**config.mk**
```make
export PLATFORM = sky130hd
export DESIGN_NAME = sinc3_decimator
export DESIGN_NICKNAME = d
export VERILOG_FILES = /design/src/rtl/sinc3_pkg.sv /design/src/rtl/sinc3_ctrl.sv /design/src/rtl/sinc3_integ.sv /design/src/rtl/sinc3_comb.sv /design/src/rtl/sinc3_scale.sv /design/src/rtl/sinc3_decimator.sv
export SDC_FILE = /design/constraint.sdc
export NUM_CORES = 1
export LEC_CHECK = 0
export CORE_MARGIN = 2
export CORE_UTILIZATION = 25
export CTS_CLUSTER_SIZE = 24
export DETAILED_ROUTE_END_ITERATION = 6
export PLACE_DENSITY_LB_ADDON = 0.12
export SLEW_MARGIN = 25
export SYNTH_ARGS = -nofsm -noshare
export SYNTH_HDL_FRONTEND = slang
export SYNTH_SLANG_ARGS = --single-unit
```
**constraint.sdc**
```tcl
create_clock -name mod_clk -period 17.9 [get_ports mod_clk]
set_input_delay 1.79 -clock mod_clk [delete_from_list [all_inputs] [get_ports mod_clk]]
set_output_delay 1.79 -clock mod_clk [all_outputs]
set_load 0.005 [all_outputs]
```
**src/rtl/sinc3_pkg.sv**
```systemverilog
package sinc3_pkg;

    // Settling tracker: number of words seen since the last flush
    typedef enum logic [1:0] {
        ST_WARM1  = 2'd0,
        ST_WARM2  = 2'd1,
        ST_WARM3  = 2'd2,
        ST_LOCKED = 2'd3
    } settle_state_e;

endpackage

```
**src/rtl/sinc3_ctrl.sv**
```systemverilog
module sinc3_ctrl
    import sinc3_pkg::*;
#(
    parameter int OSR_LOG2_MIN = 4,
    parameter int OSR_LOG2_MAX = 8,
    parameter int SEL_W        = 3,
    parameter int LW           = $clog2(OSR_LOG2_MAX + 1)
) (
    input  logic             clk,
    input  logic             rst,
    input  logic [SEL_W-1:0] osr_sel,
    output logic             clr,
    output logic             tick,
    output logic             settle_word,
    output logic [LW-1:0]    osr_log2
);

    localparam int NCODES = OSR_LOG2_MAX - OSR_LOG2_MIN + 1;
    localparam logic [SEL_W-1:0] MAX_CODE = SEL_W'(NCODES - 1);
    localparam int CNT_W = OSR_LOG2_MAX;

    logic [SEL_W-1:0] sel_clamp;
    logic [SEL_W-1:0] sel_q;
    logic             ratio_change;
    logic [CNT_W-1:0] cnt_q;
    logic [CNT_W-1:0] cnt_last;

    settle_state_e state_q;
    settle_state_e state_nx;

    // Out-of-range codes alias onto the largest ratio
    assign sel_clamp    = (osr_sel > MAX_CODE) ? MAX_CODE : osr_sel;
    assign ratio_change = (sel_clamp != sel_q);
    assign clr          = rst | ratio_change;
    assign osr_log2     = LW'(OSR_LOG2_MIN) + LW'(sel_q);
    assign cnt_last     = CNT_W'((32'd1 << osr_log2) - 32'd1);
    assign tick         = !clr && (cnt_q == cnt_last);

    always_ff @(posedge clk) begin
        if (clr) begin
            sel_q <= sel_clamp;
        end
    end

    // Decimation phase counter
    always_ff @(posedge clk) begin
        if (clr) begin
            cnt_q <= '0;
        end else if (tick) begin
            cnt_q <= '0;
        end else begin
            cnt_q <= cnt_q + CNT_W'(1);
        end
    end

    // State register
    always_ff @(posedge clk) begin
        if (clr) begin
            state_q <= ST_WARM1;
        end else begin
            state_q <= state_nx;
        end
    end

    // Next-state logic
    always_comb begin
        state_nx = state_q;
        unique case (state_q)
            ST_WARM1:  if (tick) state_nx = ST_WARM2;
            ST_WARM2:  if (tick) state_nx = ST_WARM3;
            ST_WARM3:  if (tick) state_nx = ST_LOCKED;
            ST_LOCKED: state_nx = ST_LOCKED;
        endcase
    end

    // Outputs of the state machine
    always_comb begin
        settle_word = 1'b0;
        unique case (state_q)
            ST_WARM1:  settle_word = 1'b0;
            ST_WARM2:  settle_word = 1'b0;
            ST_WARM3:  settle_word = 1'b1;
            ST_LOCKED: settle_word = 1'b1;
        endcase
    end

endmodule

```
**src/rtl/sinc3_integ.sv**
```systemverilog
module sinc3_integ #(
    parameter int ACC_W = 25,
    parameter int ORDER = 3
) (
    input  logic             clk,
    input  logic             clr,
    input  logic             din,
    output logic [ACC_W-1:0] sum_next
);

    logic [ACC_W-1:0] nxt [ORDER];

    for (genvar g = 0; g < ORDER; g++) begin : g_stage
        logic [ACC_W-1:0] acc_q;

        if (g == 0) begin : g_first
            assign nxt[g] = acc_q + ACC_W'(din);
        end else begin : g_chain
            assign nxt[g] = acc_q + nxt[g-1];
        end

        // Wraparound accumulation; the final result always fits ACC_W
        always_ff @(posedge clk) begin
            if (clr) begin
                acc_q <= '0;
            end else begin
                acc_q <= nxt[g];
            end
        end
    end

    assign sum_next = nxt[ORDER-1];

endmodule

```
**src/rtl/sinc3_comb.sv**
```systemverilog
module sinc3_comb #(
    parameter int ACC_W = 25,
    parameter int ORDER = 3
) (
    input  logic             clk,
    input  logic             clr,
    input  logic             tick,
    input  logic [ACC_W-1:0] din,
    output logic [ACC_W-1:0] dout
);

    logic [ACC_W-1:0] diff [ORDER];

    for (genvar g = 0; g < ORDER; g++) begin : g_stage
        logic [ACC_W-1:0] dly_q;
        logic [ACC_W-1:0] stage_in;

        if (g == 0) begin : g_first
            assign stage_in = din;
        end else begin : g_chain
            assign stage_in = diff[g-1];
        end

        assign diff[g] = stage_in - dly_q;

        always_ff @(posedge clk) begin
            if (clr) begin
                dly_q <= '0;
            end else if (tick) begin
                dly_q <= stage_in;
            end
        end
    end

    assign dout = diff[ORDER-1];

endmodule

```
**src/rtl/sinc3_scale.sv**
```systemverilog
module sinc3_scale #(
    parameter int ACC_W        = 25,
    parameter int OUT_W        = 16,
    parameter int ORDER        = 3,
    parameter int OSR_LOG2_MAX = 8,
    parameter int LW           = $clog2(OSR_LOG2_MAX + 1)
) (
    input  logic [ACC_W-1:0] raw,
    input  logic [LW-1:0]    osr_log2,
    input  logic             offset_fmt,
    output logic [OUT_W-1:0] word
);

    localparam int SW = $clog2(ORDER * OSR_LOG2_MAX + 1);
    localparam int WW = ACC_W + OUT_W;

    logic [SW-1:0]        gain_log2;
    logic [ACC_W-1:0]     half_scale;
    logic [ACC_W-1:0]     centered;
    logic signed [WW-1:0] wide;
    logic                 pos_ovf;
    logic                 neg_ovf;
    logic [OUT_W-1:0]     sword;

    always_comb begin
        // Raw gain is OSR^ORDER; remove half of it so 50 % density is zero
        gain_log2  = SW'(ORDER) * SW'(osr_log2);
        half_scale = ACC_W'(1) << (gain_log2 - SW'(1));
        centered   = raw - half_scale;
        // Multiply by 2^OUT_W and divide by the raw gain
        wide       = signed'({centered, {OUT_W{1'b0}}}) >>> gain_log2;
        pos_ovf    = !wide[WW-1] && (|wide[WW-2:OUT_W-1]);
        neg_ovf    = wide[WW-1] && !(&wide[WW-2:OUT_W-1]);
        if (pos_ovf) begin
            sword = {1'b0, {(OUT_W-1){1'b1}}};
        end else if (neg_ovf) begin
            sword = {1'b1, {(OUT_W-1){1'b0}}};
        end else begin
            sword = wide[OUT_W-1:0];
        end
        word = offset_fmt ? {~sword[OUT_W-1], sword[OUT_W-2:0]} : sword;
    end

endmodule

```
**src/rtl/sinc3_decimator.sv**
```systemverilog
module sinc3_decimator #(
    parameter int OSR_LOG2_MIN = 4,
    parameter int OSR_LOG2_MAX = 8,
    parameter int OUT_W        = 16,
    parameter int ORDER        = 3,
    parameter int SEL_W        = 3
) (
    input  logic             mod_clk,
    input  logic             rst,
    input  logic             mod_bit,
    input  logic [SEL_W-1:0] osr_sel,
    input  logic             offset_fmt,
    output logic [OUT_W-1:0] word_out,
    output logic             word_valid,
    output logic             settled
);

    localparam int ACC_W = ORDER * OSR_LOG2_MAX + 1;
    localparam int LW    = $clog2(OSR_LOG2_MAX + 1);

    logic             clr;
    logic             tick;
    logic             settle_word;
    logic [LW-1:0]    osr_log2;
    logic [ACC_W-1:0] integ_sum;
    logic [ACC_W-1:0] comb_out;
    logic [OUT_W-1:0] scaled;

    sinc3_ctrl #(
        .OSR_LOG2_MIN(OSR_LOG2_MIN),
        .OSR_LOG2_MAX(OSR_LOG2_MAX),
        .SEL_W       (SEL_W),
        .LW          (LW)
    ) u_ctrl (
        .clk        (mod_clk),
        .rst        (rst),
        .osr_sel    (osr_sel),
        .clr        (clr),
        .tick       (tick),
        .settle_word(settle_word),
        .osr_log2   (osr_log2)
    );

    sinc3_integ #(
        .ACC_W(ACC_W),
        .ORDER(ORDER)
    ) u_integ (
        .clk     (mod_clk),
        .clr     (clr),
        .din     (mod_bit),
        .sum_next(integ_sum)
    );

    sinc3_comb #(
        .ACC_W(ACC_W),
        .ORDER(ORDER)
    ) u_comb (
        .clk (mod_clk),
        .clr (clr),
        .tick(tick),
        .din (integ_sum),
        .dout(comb_out)
    );

    sinc3_scale #(
        .ACC_W       (ACC_W),
        .OUT_W       (OUT_W),
        .ORDER       (ORDER),
        .OSR_LOG2_MAX(OSR_LOG2_MAX),
        .LW          (LW)
    ) u_scale (
        .raw       (comb_out),
        .osr_log2  (osr_log2),
        .offset_fmt(offset_fmt),
        .word      (scaled)
    );

    always_ff @(posedge mod_clk) begin
        if (clr) begin
            word_out   <= '0;
            word_valid <= 1'b0;
            settled    <= 1'b0;
        end else begin
            word_valid <= tick;
            if (tick) begin
                word_out <= scaled;
                settled  <= settle_word;
            end
        end
    end

endmodule

```
==> Yosys cells after proc, flatten, opt, wreduce, memory -nomap -nowiden <==
Index checks and enable logic that the tools add are counted.
{ "op_classes": {"add_sub_neg": 11, "n_mul": 1, "magnitude_cmp": 1, "n_eq_ne": 8, "n_shift": 3, "mux": 9, "n_bitwise": 2, "n_reduce_logical": 13} }
{ "op_table": {"columns": ["op", "n"], "rows": [
  ["25-bit subtractor", 4],
  ["25-bit adder", 2],
  ["16-bit two-way mux", 3],
  ["41-bit by 5-bit >>> shifter with 41-bit output", 1],
  ["25-bit by 1-bit adder with 25-bit output", 1],
  ["25-bit AND reduction", 1],
  ["25-bit OR reduction", 1],
  ["1-bit by 5-bit << shifter with 25-bit output (first input constant)", 1],
  ["8-bit by 1-bit adder with 8-bit output (second input constant)", 1],
  ["8-bit == test", 1],
  ["2-bit one-hot mux with 4 select lines", 1],
  ["1-bit by 4-bit << shifter with 8-bit output (first input constant)", 1],
  ["8-bit by 1-bit subtractor with 8-bit output (second input constant)", 1],
  ["2-bit two-way mux", 3],
  ["2-bit != test (second input constant)", 3],
  ["2-bit OR reduction", 3],
  ["2-bit by 4-bit multiplier with 5-bit output (first input constant)", 1],
  ["5-bit by 1-bit subtractor with 5-bit output (second input constant)", 1],
  ["3-bit by 3-bit adder with 4-bit output (first input constant)", 1],
  ["2-bit == test (second input constant)", 2],
  ["3-bit greater-than comparator (second input constant)", 1],
  ["1-bit logical AND", 3],
  ["1-bit logical NOT", 3],
  ["3-bit two-way mux", 1],
  ["other kinds (7)", 7]
]} }
{ "word_totals": {"ff_bits": 181, "inputBits": 7, "out_inout_bits": 18} }

==> Longest topological paths before layout <==
{ "logic_depth": {"ltp_word": 15, "depth_mapped": 56, "ltp_nobuf": 54} }

==> By module <==
A second synthesis with hierarchy kept.
{ "hier_totals": {"cells_unflattened": 2294, "area_unflattened_um2": 17878.4} }
{ "by_module_without_submodules": {"columns": ["mod", "n_inst", "cells_per_inst", "area_each_um2", "seq_area_each_um2"], "rows": [
  ["sinc3_comb", 1, 782, 6303.5, 1501.4],
  ["sinc3_integ", 1, 612, 5275.1, 1501.4],
  ["sinc3_scale", 1, 776, 5011.1, 0.0],
  ["sinc3_ctrl", 1, 67, 646.9, 290.3],
  ["sinc3_decimator", 1, 57, 641.9, 360.3]
]} }

==> Worst setup path before layout <==
OpenSTA, ideal clock, no wires.
{ "synth_path": {"path_type": "input -> register", "startpoint": "input port mod_bit", "endpoint": "register word_out[0]", "setup_time_ns": 0.125, "arrival_ns": 12.190, "required_ns": 17.775, "slack_ns": 5.585, "cell_stages": 53, "path_buffers": 0, "path_cell_list": "ha_1 > ha_1 > ha_1 > a21o_1 > a21oi_1 > o21bai_1 > a21oi_1 > o21bai_1 > a21oi_1 > o21bai_1 > a21oi_1 > o21bai_1 > a31o_2 > a221oi_1 > nor2b_1 > nor2_1 > o21ba_2 > xnor2_1 > [17 not listed] > xor2_1 > fa_1 > inv_1 > ha_1 > nand3_1 > nor2_1 > a221oi_4 > xnor2_1 > mux4_2 > o211a_1 > nor4b_2 > a211oi_1 > a221oi_2 > nand3_1 > a2111oi_4 > a41oi_4 > o21ai_4 > o22ai_1"} }
{ "synth_rtl": {"columns": ["item", "line_no", "source"], "rows": [
  ["start: declaration", "sinc3_decimator.sv:10", "input logic mod_bit,"],
  ["end signal: assignment", "sinc3_decimator.sv:86", "word_out <= scaled;"],
  ["end: declaration", "sinc3_decimator.sv:13", "output logic [OUT_W-1:0] word_out,"]
]} }

==> qor.yml <==
cts-resized-gates: 0
synthDistinctLibCells: 90
cts_root_buffer: "clkbuf_16"
avgSynthCellArea_sq_um: 7.75
synth_area_leader_cell: "dfxtp_1"
worst_slack_ns: 3.80
die_h_um: 251
nFillCells: 6523
antenna_left: 0
die_x_um: 251
r2r_cells: 51
routed_wl_um: 44000
worst_clock_skew_ns: 0.0221
worstSetupPathType: "in2reg"
cp-end-kind: "register"
core_area_sq_um: 60500
vias_per_cell: 4.89
grt_pass1_wl_um: 72000
place_congestion: 0.848
antenna_found_initial: 0
drv_cap: 0
initial_utilization_pct: 25.3
dp_slack_ns: 3.30
synthToLayoutAreaGrowth_pct: 10.7
portBuffers: 24
numClockSinks: 181
dieArea_sq_um: 63200
syn_area_sq_um: 15300
cp_slowest_cell: "fa_1"
maxSlewHeadroom_pct: 34.5
grt_overflow: 0
synth_edf_count: 3
synth_top_area_share_pct: 23.3
diodes: 0
slowest_delay_ns: 0.54
drt_iter0_drc: 870
period_needed_ns: 14.10
htree_levels: 4
ys_warn_count: 0
start_kind: "input pin"
layout_commonest_cell: "nand2_1"
dp_hpwl_um: 33800
grt_max_degree: 74
cts.path.max_buffers: 2
leakagePower_uw: 0.00661
slew_viol_final: 0
final_cells: 2753
grtUsageTotal_pct: 14.3
ys_seq_area_share_pct: 23.9
rsz0062_at_grt: "false"
num_vias: 13500
vdd_drop_max_mv: 0.0669
insertion_delay_ns: 0.49
power_density_nw_per_um2: 139
worstPathArrival_ns: 14.51
hold_viol_final: 0
post_cts_buffers: 0
clk_pin_slew_ns: 0.07
drt_first_pass_iters: 5
hp-class: "reg2reg"
hold_buffers: 0
avgRoutedWirePerCell_um: 16.0
drc: 0
numCtsBuffers: 17
tritoncts: "built"
finalNetCount: 2126
grt_pass1_vias: 13000
min_path_cells: 2
multi_input_area_sq_um: 10800
crit_required_ns: 18.31
synth_top_flop_cell: "dfxtp_1"
yosys-top-cells-area: "dfxtp_1 23%, ha_1 11%, nand2_1 5.9%, a21oi_1 5.7%, xnor2_1 5.3%"
finalCritPeriodShare_pct: 78.8
layout_common_cells: "242 x nand2_1, 178 x dfxtp_1, 175 x a21oi_1, 168 x nor2_1, 150 x inv_1"
dpl.cell_count: 2720
ios: 25
setup_viol: 0
drive_gt1_share_pct: 4.97
worst_pin_slew_ns: 0.982
synthCells: 1977
async_flop_share_pct: 0
fp-row-count: 90
fmax_ghz: 0.0709
synth_seq_cells: 181
cp_max_fo: 14
regArea_sq_um: 3650
tns_ns: 0
path_common_cell: "a21oi_1"
status: "completed"
==> final timing paths <==
path / startpoint / slack (ns) / end
setup reg to reg: u_integ.g_stage[0].acc_q[0] / 5.24 / word_out[7]
hold / removal: u_comb.g_stage[0].dly_q[16] / 0.45 / u_comb.g_stage[0].dly_q[16]
hold reg to reg: u_comb.g_stage[0].dly_q[16] / 0.45 / u_comb.g_stage[0].dly_q[16]
setup / recovery: mod_bit / 3.80 / word_out[7]
==> cells by family after synthesis <==
logic type / Yosys count / share of synthesized area, %
simple gates: 668 / 20.2
compound gates: 530 / 22.7
buf+inv: 238 / 5.92
flops: 181 / 23.9
fa+ha+maj: 161 / 14.6
xor+xnor: 149 / 8.89
mux: 49 / 3.81
other cells: 1 / 0.0245
==> power by group <==
| part | internal, uW | leakage, uW | switching, uW |
|---|---|---|---|
| clock network | 186 | 0.000282 | 195 |
| registers | 404 | 0.00147 | 0.787 |
| logic | 572 | 0.00486 | 1000 |
| total | 1160 | 0.00661 | 1200 |
==> registers in the layout, summed over array words and instances, names as in the netlist <==
name,flops
u_comb.g_stage.dly_q,75
u_integ.g_stage.acc_q,75
settled,1
u_ctrl.cnt_q,8
word_valid,1
u_ctrl.sel_q,3
u_ctrl.state_q,2
word_out,16
==> cell type report <==
| cell class | count | area share (%) |
|---|---|---|
| Sequential cell | 181 | 21.6 |
| Timing Repair Buffer | 45 | 2.35 |
| Multi-Input combinational cell | 1559 | 63.5 |
| Tap cell | 782 | 5.77 |
| Clock inverter | 15 | 0.886 |
| Clock buffer | 17 | 2.51 |
| Inverter | 154 | 3.41 |
==> cells in the mapped netlist (all sizes together) (9+ instances only) <==
cell and number:
mux2i 38, a21boi 12, ha 132, a21oi 176
and2 82, nor2 169, fa 29, xor2 52
a31oi 25, or3 9, nor3 25, nand2b 14
nand4 15, a21o 36, a211oi 32, nor2b 14
inv 152, nand2 242, buf 13, o21ai 89
nand3 55, o22ai 22, and3 18, o211ai 11
o21a 15, o21bai 21, dfxtp 178, clkbuf 71
a221oi 9, xnor2 94
==> critical path, delay by kind of cell <==
kind | cells | cell delay (ns)
AOI/OAI and AO/OA | 28 | 6.11
adders and majority gates | 8 | 2.68
xor gates and xnor gates | 6 | 1.52
and+or+nand+nor | 6 | 1.43
buffers and inverters | 4 | 0.95
==> through the flow <==
| step | total power (uW) | cell area [sq um] | hold WS, ns | util, % |
|---|---|---|---|---|
| after global routing | 2560 | 16900 | 0.468 | 28.0 |
| after floorplan | 1540 | 15300 | 0.432 | - |
| after CTS | 2390 | 16900 | 0.454 | 28.0 |
| after detailed placement | 1980 | 16400 | 0.443 | 27.1 |
| final | 2360 | 16900 | 0.450 | 28.0 |
| after global placement | 2000 | 16400 | 0.439 | 27.1 |
==> metal layers <==
layer  global-route usage (%)  wire [um]
met5                        0          0
met3                     2.96       1880
met2                     21.5      18600
met1                     20.6      22900
met4                     3.83        546
Power figures use the tool's default switching activity.
